**config.mk**
```make
export PLATFORM = sky130hd
export DESIGN_NAME = mbist_march_ctrl
export DESIGN_NICKNAME = d
export VERILOG_FILES = /design/src/rtl/mbist_pkg.sv /design/src/rtl/mbist_bg_gen.sv /design/src/rtl/mbist_addr_ctr.sv /design/src/rtl/mbist_seq.sv /design/src/rtl/mbist_cmp.sv /design/src/rtl/mbist_march_ctrl.sv
export SDC_FILE = /design/constraint.sdc
export NUM_CORES = 1
export LEC_CHECK = 0
export BUFFER_PORTS_ARGS = -buffer_cell sky130_fd_sc_hd__buf_2
export CAP_MARGIN = 10
export CORE_MARGIN = 2
export CORE_UTILIZATION = 45
export CTS_CLUSTER_DIAMETER = 60
export DETAILED_ROUTE_END_ITERATION = 10
export HOLD_SLACK_MARGIN = 0.02
export PLACE_DENSITY = 0.74
export RECOVER_POWER = 100
export SYNTH_ARGS = -nofsm -noshare
export SYNTH_HDL_FRONTEND = slang
export SYNTH_HIERARCHICAL = 1
export SYNTH_SLANG_ARGS = --single-unit
```
**constraint.sdc**
```tcl
create_clock -name clk -period 4.8 [get_ports clk]
set_clock_uncertainty 0.1 [all_clocks]
set_input_delay 0.72 -clock clk [delete_from_list [all_inputs] [get_ports clk]]
set_output_delay 0.72 -clock clk [all_outputs]
set_load 0.02 [all_outputs]
```
**src/rtl/mbist_pkg.sv**
```systemverilog
// Package: shared state encoding, march-step decode and sequence length
// for the march-test controller. Assumes at most 8 marches (3-bit index).
package mbist_pkg;

    typedef enum logic [2:0] {
        ST_IDLE = 3'd0,
        ST_WR   = 3'd1,
        ST_RD   = 3'd2,
        ST_CHK  = 3'd3,
        ST_DONE = 3'd4
    } seq_state_t;

    typedef struct packed {
        logic do_read;
        logic do_write;
        logic exp_inv;
        logic wr_inv;
    } march_op_t;

    // Decode what march idx does in the selected sequence
    function automatic march_op_t march_op(input logic long_m, input logic [2:0] idx);
        march_op_t op;
        op = '0;
        if (!long_m) begin
            case (idx)
                3'd0: begin op.do_write = 1'b1; end
                3'd1: begin op.do_read = 1'b1; op.do_write = 1'b1; op.wr_inv = 1'b1; end
                default: begin op.do_read = 1'b1; op.do_write = 1'b1; op.exp_inv = 1'b1; end
            endcase
        end else begin
            case (idx)
                3'd0: begin op.do_write = 1'b1; end
                3'd1: begin op.do_read = 1'b1; end
                3'd2: begin op.do_read = 1'b1; op.do_write = 1'b1; op.wr_inv = 1'b1; end
                3'd3: begin op.do_read = 1'b1; op.exp_inv = 1'b1; end
                default: begin op.do_read = 1'b1; op.do_write = 1'b1; op.exp_inv = 1'b1; end
            endcase
        end
        return op;
    endfunction

    // Index of the final march in the selected sequence
    function automatic logic [2:0] last_march(input logic long_m);
        return long_m ? 3'd4 : 3'd2;
    endfunction

endpackage

```
**src/rtl/mbist_bg_gen.sv**
```systemverilog
// Background pattern generator: builds the solid or alternating-bit word,
// optionally inverted. Purely combinational; assumes DATA_W >= 1.
module mbist_bg_gen #(
    parameter int DATA_W = 8
) (
    input  logic              alt,
    input  logic              invert,
    output logic [DATA_W-1:0] pattern
);
    // One bit per lane: even lanes are 1 in alternating mode
    for (genvar i = 0; i < DATA_W; i++) begin : g_lane
        localparam logic EVEN_BIT = ((i % 2) == 0);
        assign pattern[i] = (alt & EVEN_BIT) ^ invert;
    end
endmodule

```
**src/rtl/mbist_addr_ctr.sv**
```systemverilog
// Ascending address counter over the full 2**ADDR_W space. Clear has
// priority over increment; at_last flags the top location.
module mbist_addr_ctr #(
    parameter int ADDR_W = 4
) (
    input  logic              clk,
    input  logic              rst_n,
    input  logic              clr,
    input  logic              inc,
    output logic [ADDR_W-1:0] addr,
    output logic              at_last
);
    localparam logic [ADDR_W-1:0] LAST_ADDR = '1;

    // Address register: reset/clear to zero, step upward on inc
    always_ff @(posedge clk) begin
        if (!rst_n || clr) addr <= '0;
        else if (inc)      addr <= addr + 1'b1;
    end

    assign at_last = (addr == LAST_ADDR);

    // the counter is never asked to step past the last location
    addr_no_wrap_chk: assert property (@(posedge clk) disable iff (!rst_n)
        (inc && !clr) |-> !at_last);
endmodule

```
**src/rtl/mbist_seq.sv**
```systemverilog
// March sequencer: walks the selected march list, issuing one write cycle
// per address for write-only marches and a read cycle plus a compare
// cycle per address for marches that read. Mode inputs are latched on an
// accepted start and held for the whole run.
module mbist_seq (
    input  logic       clk,
    input  logic       rst_n,
    input  logic       start,
    input  logic       long_in,
    input  logic       alt_in,
    input  logic       at_last,
    output logic       run_start,
    output logic       addr_clr,
    output logic       addr_inc,
    output logic       mem_we,
    output logic       mem_re,
    output logic       cmp_en,
    output logic       exp_inv,
    output logic       wr_inv,
    output logic       alt_q,
    output logic [2:0] march_idx,
    output logic       busy,
    output logic       done
);
    import mbist_pkg::*;

    seq_state_t state;
    logic       long_q;
    march_op_t  op;
    march_op_t  next_op;
    logic       step_done;
    logic       march_end;
    logic       run_end;

    assign op        = march_op(long_q, march_idx);
    assign next_op   = march_op(long_q, march_idx + 3'd1);
    assign run_start = (state == ST_IDLE) && start;
    assign step_done = (state == ST_WR) || (state == ST_CHK);
    assign march_end = step_done && at_last;
    assign run_end   = march_end && (march_idx == last_march(long_q));

    // Main state register: advance per address and per march
    always_ff @(posedge clk) begin
        if (!rst_n) begin
            state     <= ST_IDLE;
            march_idx <= '0;
            long_q    <= 1'b0;
            alt_q     <= 1'b0;
        end else begin
            case (state)
                ST_IDLE: begin
                    if (start) begin
                        long_q    <= long_in;
                        alt_q     <= alt_in;
                        march_idx <= '0;
                        state     <= ST_WR;
                    end
                end
                ST_WR, ST_CHK: begin
                    if (run_end) begin
                        state <= ST_DONE;
                    end else if (march_end) begin
                        march_idx <= march_idx + 3'd1;
                        state     <= next_op.do_read ? ST_RD : ST_WR;
                    end else begin
                        state <= op.do_read ? ST_RD : ST_WR;
                    end
                end
                ST_RD:   state <= ST_CHK;
                ST_DONE: state <= ST_IDLE;
                default: state <= ST_IDLE;
            endcase
        end
    end

    // Memory and compare strobes decoded from the current step
    always_comb begin
        mem_re   = (state == ST_RD);
        cmp_en   = (state == ST_CHK);
        mem_we   = (state == ST_WR) || ((state == ST_CHK) && op.do_write);
        exp_inv  = op.exp_inv;
        wr_inv   = op.wr_inv;
        addr_clr = run_start || march_end;
        addr_inc = step_done && !at_last;
        busy     = (state == ST_WR) || (state == ST_RD) || (state == ST_CHK);
        done     = (state == ST_DONE);
    end

    // every read is followed by a compare cycle with no new read
    rd_then_cmp_chk: assert property (@(posedge clk) disable iff (!rst_n)
        mem_re |=> (cmp_en && !mem_re));

    // done lasts one cycle and the block is idle meanwhile
    done_pulse_chk: assert property (@(posedge clk) disable iff (!rst_n)
        done |-> (!busy ##1 !done));

    // a start during a run leaves the latched modes unchanged
    mode_hold_chk: assert property (@(posedge clk) disable iff (!rst_n)
        (busy && start) |=> ($stable(long_q) && $stable(alt_q)));

    // the march index never exceeds the selected sequence length
    idx_range_chk: assert property (@(posedge clk) disable iff (!rst_n)
        busy |-> (march_idx <= last_march(long_q)));

    // outputs idle in the cycle after reset
    reset_idle_chk: assert property (@(posedge clk)
        !rst_n |=> (!busy && !done && !mem_we && !mem_re));
endmodule

```
**src/rtl/mbist_cmp.sv**
```systemverilog
// Result capture: compares the read word with the expected background and
// keeps the first mismatch. Cleared only by an accepted start.
module mbist_cmp #(
    parameter int ADDR_W = 4,
    parameter int DATA_W = 8
) (
    input  logic              clk,
    input  logic              rst_n,
    input  logic              clr,
    input  logic              cmp_en,
    input  logic [DATA_W-1:0] rdata,
    input  logic [DATA_W-1:0] expected,
    input  logic [ADDR_W-1:0] addr,
    input  logic [2:0]        march_idx,
    output logic              fail,
    output logic [ADDR_W-1:0] fail_addr,
    output logic [2:0]        fail_march,
    output logic [DATA_W-1:0] fail_data
);
    logic mismatch;
    assign mismatch = cmp_en && (rdata != expected);

    // First-failure capture with sticky flag
    always_ff @(posedge clk) begin
        if (!rst_n || clr) begin
            fail       <= 1'b0;
            fail_addr  <= '0;
            fail_march <= '0;
            fail_data  <= '0;
        end else if (mismatch && !fail) begin
            fail       <= 1'b1;
            fail_addr  <= addr;
            fail_march <= march_idx;
            fail_data  <= rdata;
        end
    end

    // fail and the captured address hold until the next clear
    fail_sticky_chk: assert property (@(posedge clk) disable iff (!rst_n)
        (fail && !clr) |=> (fail && $stable(fail_addr) && $stable(fail_march)));

    // a new mismatch while already failed keeps the first record
    first_only_chk: assert property (@(posedge clk) disable iff (!rst_n)
        (fail && mismatch && !clr) |=> $stable(fail_data));
endmodule

```
**src/rtl/mbist_march_ctrl.sv**
```systemverilog
// Top level: march-test controller for a synchronous single-port RAM with
// one-cycle read latency. Tests all 2**ADDR_W locations of DATA_W bits.
module mbist_march_ctrl #(
    parameter int ADDR_W = 4,
    parameter int DATA_W = 8
) (
    input  logic              clk,
    input  logic              rst_n,
    input  logic              start,
    input  logic              long_mode,
    input  logic              alt_pattern,
    output logic [ADDR_W-1:0] mem_addr,
    output logic [DATA_W-1:0] mem_wdata,
    output logic              mem_we,
    output logic              mem_re,
    input  logic [DATA_W-1:0] mem_rdata,
    output logic              busy,
    output logic              done,
    output logic              fail,
    output logic [ADDR_W-1:0] fail_addr,
    output logic [2:0]        fail_march,
    output logic [DATA_W-1:0] fail_data
);
    logic              run_start;
    logic              addr_clr;
    logic              addr_inc;
    logic              at_last;
    logic              cmp_en;
    logic              exp_inv;
    logic              wr_inv;
    logic              alt_q;
    logic [2:0]        march_idx;
    logic [DATA_W-1:0] exp_word;

    mbist_seq u_seq (
        .clk       (clk),
        .rst_n     (rst_n),
        .start     (start),
        .long_in   (long_mode),
        .alt_in    (alt_pattern),
        .at_last   (at_last),
        .run_start (run_start),
        .addr_clr  (addr_clr),
        .addr_inc  (addr_inc),
        .mem_we    (mem_we),
        .mem_re    (mem_re),
        .cmp_en    (cmp_en),
        .exp_inv   (exp_inv),
        .wr_inv    (wr_inv),
        .alt_q     (alt_q),
        .march_idx (march_idx),
        .busy      (busy),
        .done      (done)
    );

    mbist_addr_ctr #(.ADDR_W(ADDR_W)) u_addr (
        .clk     (clk),
        .rst_n   (rst_n),
        .clr     (addr_clr),
        .inc     (addr_inc),
        .addr    (mem_addr),
        .at_last (at_last)
    );

    mbist_bg_gen #(.DATA_W(DATA_W)) u_wr_bg (
        .alt     (alt_q),
        .invert  (wr_inv),
        .pattern (mem_wdata)
    );

    mbist_bg_gen #(.DATA_W(DATA_W)) u_exp_bg (
        .alt     (alt_q),
        .invert  (exp_inv),
        .pattern (exp_word)
    );

    mbist_cmp #(.ADDR_W(ADDR_W), .DATA_W(DATA_W)) u_cmp (
        .clk        (clk),
        .rst_n      (rst_n),
        .clr        (run_start),
        .cmp_en     (cmp_en),
        .rdata      (mem_rdata),
        .expected   (exp_word),
        .addr       (mem_addr),
        .march_idx  (march_idx),
        .fail       (fail),
        .fail_addr  (fail_addr),
        .fail_march (fail_march),
        .fail_data  (fail_data)
    );

    // the compare cycle addresses the location that was just read
    cmp_same_addr_chk: assert property (@(posedge clk) disable iff (!rst_n)
        mem_re |=> $stable(mem_addr));
endmodule

```
# ---- Word-level counts from Yosys, hierarchy flattened
# Index checks and enable logic that the tools add are counted.
# Widths: inputs -> output; s select.
dict set report word_totals {
  rom_bits 0
  latchBits 0
  ff_bits 28
  mem_count 0
  ram_bits 0
  in_bits 13
  elab_cells 72
}
dict set report classes {
  n_reduce_logical 27
  magnitude_cmp 0
  muxes 19
  n_addsub 2
  n_eq_ne 13
  shift 0
  div_mod_pow 0
  n_bitwise 2
  n_mul 0
}
# cell n
set op_table {}
lappend op_table {{$mux 3} 8}
lappend op_table {{$eq 3x2->1 const B} 4}
lappend op_table {{$logic_not 3->1} 3}
lappend op_table {{$pmux 3 s3} 1}
lappend op_table {{$ne 8x8->1} 1}
lappend op_table {{$logic_and 1x1->1} 7}
lappend op_table {{$logic_or 1x1->1} 7}
lappend op_table {{$mux 1} 7}
lappend op_table {{$eq 3x1->1 const B} 2}
lappend op_table {{$pmux 3 s2} 1}
lappend op_table {{$reduce_or 2->1} 3}
lappend op_table {{$add 4x1->4 const B} 1}
lappend op_table {{$eq 4x4->1 const B} 1}
lappend op_table {{$mux 2} 2}
lappend op_table {{$ne 2x2->1 const B} 2}
lappend op_table {{$reduce_and 4->1} 1}
lappend op_table {{$add 3x1->3 const B} 1}
lappend op_table {{$eq 3x3->1} 1}
lappend op_table {{$eq 3x3->1 const B} 1}
lappend op_table {{$logic_not 1->1} 3}
lappend op_table {{$reduce_or 3->1} 1}
lappend op_table {{$ne 2x1->1 const B} 1}
lappend op_table {{$reduce_and 2->1} 1}
lappend op_table {{$reduce_bool 2->1} 1}
lappend op_table {{$xor 1x1->1} 2}

# ---- Logic depth before layout (Yosys ltp)
dict set report depth {
  word_depth 8
  mapped_depth 11
  mapped_depth_nobuf 9
}

# ---- Hierarchy
# Netlist, hierarchy kept.
# module cells_per_inst n_inst seq_area_each_um2 area_each_um2
set by_module_without_submodules {}
lappend by_module_without_submodules {mbist_cmp 79 1 320.3 737.0}
lappend by_module_without_submodules {mbist_seq 75 1 160.2 604.3}
lappend by_module_without_submodules {mbist_addr_ctr 18 1 80.1 188.9}
lappend by_module_without_submodules {mbist_bg_gen 8 2 0.0 61.3}

# ---- Least setup slack after synthesis
# Ideal clock, no wire load.
dict set report synth_path {
  path_kind {register to output}
  from {register u_seq.march_idx[0]}
  to {output mem_wdata[2]}
  required_time_ns 3.980
  setup_slack_ns 2.285
  arrival_time_ns 1.695
  stages_incl_launch_ff 6
  n_path_buf 1
  cell_sequence {dfxtp_1 -> ha_1 -> nand2b_1 -> a21oi_1 -> xor2_1 -> buf_4}
}
dict set report synth_via {
  elab_chain_len 4
}
# item line
set synth_rtl {}
lappend synth_rtl {{start, declared} mbist_seq.sv:21} ;# output logic [2:0] march_idx,
lappend synth_rtl {{start signal, assigned} mbist_seq.sv:63} ;# march_idx <= march_idx + 3'd1;
lappend synth_rtl {{$eq 3x1->1 or $eq 3x2->1 (tied branches)} {mbist_pkg.sv:25, mbist_pkg.sv:31}}
lappend synth_rtl {{$mux 1 (on tied branches)} {mbist_pkg.sv:25, mbist_pkg.sv:31}}
lappend synth_rtl {{$mux 3 (*)} mbist_pkg.sv:24} ;# if (!long_m) begin
lappend synth_rtl {{via wr_inv} mbist_march_ctrl.sv:30} ;# logic wr_inv;
lappend synth_rtl {{$xor 1x1->1 (*)} --}
lappend synth_rtl {{end, declared} mbist_march_ctrl.sv:13} ;# output logic [DATA_W-1:0] mem_wdata,
# The timed path passes the listed nets; every way through them passes the cells marked *.

# ---- Worst setup path after layout
dict set report layout_path {
  from {register u_seq.march_idx[0]}
  to {register u_cmp.fail}
}
dict set report layout_via {
  elab_chain_len 8
}
# item line
set layout_rtl {}
lappend layout_rtl {{$eq 3x1->1 (tied with other cells)} {mbist_pkg.sv:25, mbist_pkg.sv:31}}
lappend layout_rtl {{$reduce_or 3->1 (no source line) or $reduce_or 2->1 (tied branches)} --}
lappend layout_rtl {{$mux 1 (on tied branches)} {mbist_pkg.sv:31, mbist_pkg.sv:25}}
lappend layout_rtl {{$mux 3 (*)} mbist_pkg.sv:24}
lappend layout_rtl {{via exp_inv} mbist_march_ctrl.sv:29} ;# logic exp_inv;
lappend layout_rtl {{$xor 1x1->1 (*)} mbist_bg_gen.sv:13} ;# assign pattern[i] = (alt & EVEN_BIT) ^ invert;
lappend layout_rtl {{via exp_word[0]} mbist_march_ctrl.sv:33} ;# logic [DATA_W-1:0] exp_word;
lappend layout_rtl {{$ne 8x8->1 (*)} mbist_cmp.sv:21} ;# assign mismatch = cmp_en && (rdata != expected);
lappend layout_rtl {{$logic_and 1x1->1 (*)} mbist_cmp.sv:21}
lappend layout_rtl {{$logic_and 1x1->1 (*)} mbist_cmp.sv:30} ;# end else if (mismatch && !fail) begin
lappend layout_rtl {{end signal, assigned} mbist_cmp.sv:26} ;# fail <= 1'b0;
lappend layout_rtl {{end signal, assigned} mbist_cmp.sv:31} ;# fail <= 1'b1;
lappend layout_rtl {{end, declared} mbist_cmp.sv:15} ;# output logic fail,
# Marks and branches as above.
# A chain may end at the register's enable or synchronous reset.

==> impl_results.rst <==
.. list-table::
   :header-rows: 1

   * - Metric
     - Value
   * - Main combinational cell family by area after synthesis
     - simple AND/OR/NAND/NOR gates
   * - Count of input and output buffers
     - 44
   * - Detailed router's first-iteration violation count
     - 60
   * - Total power per unit cell area
     - 235 nW/µm²
   * - Number of gates resized after CTS
     - 0
   * - Worst-case clock buffer depth
     - 2
   * - Clk Latency, worst-skew pair
     - 0.26 ns
   * - Area growth, synth to finish
     - 6.96%
   * - Synth Area in Adders
     - 5.30%
   * - Site Rows
     - 22
   * - Clock root buffer
     - clkbuf_8
   * - Net switching share of the total power
     - 25.4%
   * - Vias in the first global route
     - 1136
   * - Final-stage net count
     - 236
   * - DRT Wirelength
     - 2.97 mm
   * - Routed vias
     - 1272
   * - Global-route wire length before repair
     - 4.95 mm
   * - Total clock buffers created by CTS
     - 3
   * - Worst ir drop on vdd
     - 0.0936 mV
   * - Non-filler instance count after layout
     - 262
   * - Max Clock Freq
     - 0.346 GHz
   * - Hold-fix buffer count after cts
     - 0
   * - Number of endpoints with negative hold slack in the final report
     - 0
   * - Flip-flop cell with the highest count after synthesis
     - dfxtp_1
   * - Worst Tran Pin Value
     - 1.08 ns
   * - Clock Pin Slew Worst Setup and Hold Paths
     - 0.09 ns
   * - Cells after Synth
     - 188
   * - Post-CTS setup buffer count
     - 0
   * - Number of instances in the placed design
     - 259
   * - Sum of negative setup slack
     - 0 ns
   * - Part of the total power dissipated in combinational logic
     - 12.6%
   * - Launching element type of the critical path
     - flop
   * - Num Clock Sinks
     - 28
   * - Worst rel slew slack
     - 27.5%
   * - Number of pins exceeding their max-slew limit in the final report
     - 0
   * - Max capacitance violation total
     - 0
   * - Die Y
     - 64.6 µm
   * - Core Region
     - 3610 µm²
   * - Placer's final routability congestion estimate
     - 0.778
   * - Crit Path Class
     - reg -> reg
   * - Mean routed wirelength per cell
     - 11.3 µm
   * - Final antenna diode count
     - 0
   * - Final Power
     - 0.415 mW
   * - Classification of the worst-slack hold path
     - reg -> reg
   * - Filler cell count in the final layout
     - 371
   * - Final critical path time including I/O delays and setup
     - 2.89 ns
   * - Cell internal power dissipation
     - 0.310 mW
   * - Post-synthesis area per instance
     - 8.79 µm²
   * - Synth async-reset ratio
     - 0%
   * - Starting Density
     - 45.8%
   * - Antenna violations before repair
     - 0
   * - Number of flops mapped to enable cells by yosys
     - 0
   * - Multiplexer share of the synthesized area
     - 11.5%
   * - Part of the total power dissipated in the clock network
     - 29.5%
   * - Post-synthesis instance area
     - 1650 µm²
   * - Fraction of the cycle the final worst path needs
     - 60.2%
   * - Clock tree from TritonCTS
     - done
   * - DP Area
     - 1780 µm²
   * - Static Leak
     - 0.709 nW
   * - Number of ports placed on the die boundary
     - 45
   * - Total die area
     - 4170 µm²
   * - DR DRC count
     - 0
   * - Pin count of the biggest net entering global routing
     - 32
   * - Critical path required time
     - 4.87 ns
   * - Final design area excluding fillers
     - 1770 µm²
   * - Relative contribution of sequential cells to total power
     - 57.9%
   * - Number of synthesized register bits
     - 28
   * - Setup crit end kind
     - flop
   * - Xor and xnor fraction of the mapped netlist area
     - 5.83%
   * - Count of different cell masters after synthesis
     - 42
   * - Fraction of final layout cells with drive strength greater than 1
     - 11.7%
   * - Count of nets left with antenna violations after detail routing
     - 0
   * - Horizontal die dimension
     - 64.6 µm
   * - Level count of the clock H-tree
     - 1
   * - Tot GR Track Use
     - 15.0%
   * - Final global-route overflow total
     - 0
   * - Post-synthesis share of cell area spent on and, or, nand and nor gates
     - 24.5%
   * - Count of final setup violators
     - 0
   * - Detailed placer's ending HPWL
     - 2.29 mm
   * - Status
     - finished clean
   * - Unrepaired setup endpoints after global routing
     - false
   * - Psw
     - 0.106 mW
   * - Compound-gate portion of the synthesized area
     - 8.25%
   * - Total number of yosys warnings
     - 6
   * - Arrival time worst endpoint
     - 2.96 ns
   * - Router iterations before antenna repair
     - 4
   * - Sequential area share after synthesis
     - 33.9%
   * - Worst Path Max Fanout
     - 16
   * - Post-synthesis net count
     - 208
   * - Vias/cell
     - 4.85
## cells by family (layout without fill, tap and decap cells)
kind of cell    count (synthesis)  after routing
fa+ha+maj                       7              7
simple gates                   80             80
xor+xnor                       11             11
buf+inv                        26             52
mux                            19             19
flops                          28             28
compound gates                 17             17
## stage by stage
| stage | hold WS (ns) | util, % | setup WS [ns] |
|---|---|---|---|
| final | 0.361 | 49.0 | 1.91 |
| after global routing | 0.387 | 49.0 | 1.66 |
| after global placement | 0.341 | 49.4 | 2.00 |
| after floorplan | 0.383 | - | 2.29 |
| after CTS | 0.359 | 50.6 | 1.90 |
| after detailed placement | 0.346 | 49.4 | 1.93 |
## routing by layer
metal  GRT usage, %  part of all wire [%]
met1           19.8                    49
met2           24.2                    44
met3           2.95                   5.9
met4           5.59                  0.50
met5              0                     0
## final timing paths
kind                       from            endpoint  slack [ns]  depth (start not counted)
max          u_seq/march_idx[0]          u_cmp/fail        1.91                          9
min          u_cmp/fail_data[6]  u_cmp/fail_data[6]        0.36                          2
max reg2reg  u_seq/march_idx[0]          u_cmp/fail        1.91                          9
min reg2reg  u_cmp/fail_data[6]  u_cmp/fail_data[6]        0.36                          2
## sequential cells by signal, summed over array words and instances (netlist names)
signal	cells
u_seq/state	3
u_cmp/fail_march	3
u_cmp/fail_data	8
u_addr/addr	4
u_cmp/fail_addr	4
u_seq/alt_q	1
u_seq/long_q	1
u_seq/march_idx	3
u_cmp/fail	1
## cells in the mapped netlist, types with 2 or more instances
master / number / area share [%]
and3_1: 2 / 0.76
inv_1: 4 / 0.91
xor2_1: 10 / 5.3
a21o_1: 2 / 0.91
buf_6: 3 / 2.0
and2_2: 2 / 0.91
nor3_1: 2 / 0.61
a21oi_1: 2 / 0.61
ha_1: 7 / 5.3
o21a_1: 2 / 0.91
a31oi_1: 3 / 1.1
nand3_1: 4 / 1.2
a21boi_2: 2 / 1.4
nor2_1: 9 / 2.0
clkbuf_1: 3 / 0.68
nand3b_1: 4 / 1.8
nor4_2: 2 / 1.5
mux2i_1: 19 / 12
nand2b_1: 3 / 1.1
dfxtp_1: 28 / 34
buf_4: 14 / 6.4
nand2_1: 41 / 9.3
## area by class of cell
| type | count | area, µm² | share of cell area (%) |
|---|---|---|---|
| clock buffer | 3 | 41.3 | 2.34 |
| inverter | 5 | 20.0 | 1.13 |
| multi-input combinational | 134 | 906 | 51.2 |
| sequential | 28 | 561 | 31.7 |
| tap | 48 | 60.1 | 3.40 |
| timing repair buffer | 44 | 180 | 10.2 |
## worst max-delay path, cell delays in order, from the launching register on
cell and delay, ns:
dfxtp_1 0.45, inv_1 0.12, ha_1 0.23, nor2_1 0.09, a21o_1 0.25, xor2_1 0.42, xor2_1 0.12, nor4_1 0.49
a21oi_4 0.28, o21a_1 0.24
## power groups by stage
| stage | registers [mW] | clock network, mW | logic [mW] |
|---|---|---|---|
| floorplan | 0.245 | 0 | 0.0476 |
| global placement | 0.246 | 0 | 0.0558 |
| detailed placement | 0.246 | 0 | 0.0559 |
| CTS | 0.240 | 0.128 | 0.0561 |
| global route | 0.241 | 0.137 | 0.0589 |
| finish | 0.240 | 0.122 | 0.0525 |
## placed cells by master (no fill, tap or decap), drive strengths merged, types with 2 or more instances in the layout
cell type | Yosys | final
buf | 18 | 12
nand2 | 41 | 41
a21boi | 3 | 3
mux2i | 19 | 19
nand2b | 3 | 3
and2 | 2 | 2
a21oi | 3 | 3
nor4 | 2 | 2
a21o | 2 | 2
clkbuf | 3 | 35
o21a | 2 | 2
and3 | 3 | 3
nand3b | 4 | 4
inv | 4 | 4
a31oi | 3 | 3
nor3 | 2 | 2
nand3 | 4 | 4
xor2 | 10 | 10
nor2 | 9 | 9
ha | 7 | 7
dfxtp | 28 | 28
Note: power is estimated with default switching activity, not from simulation.
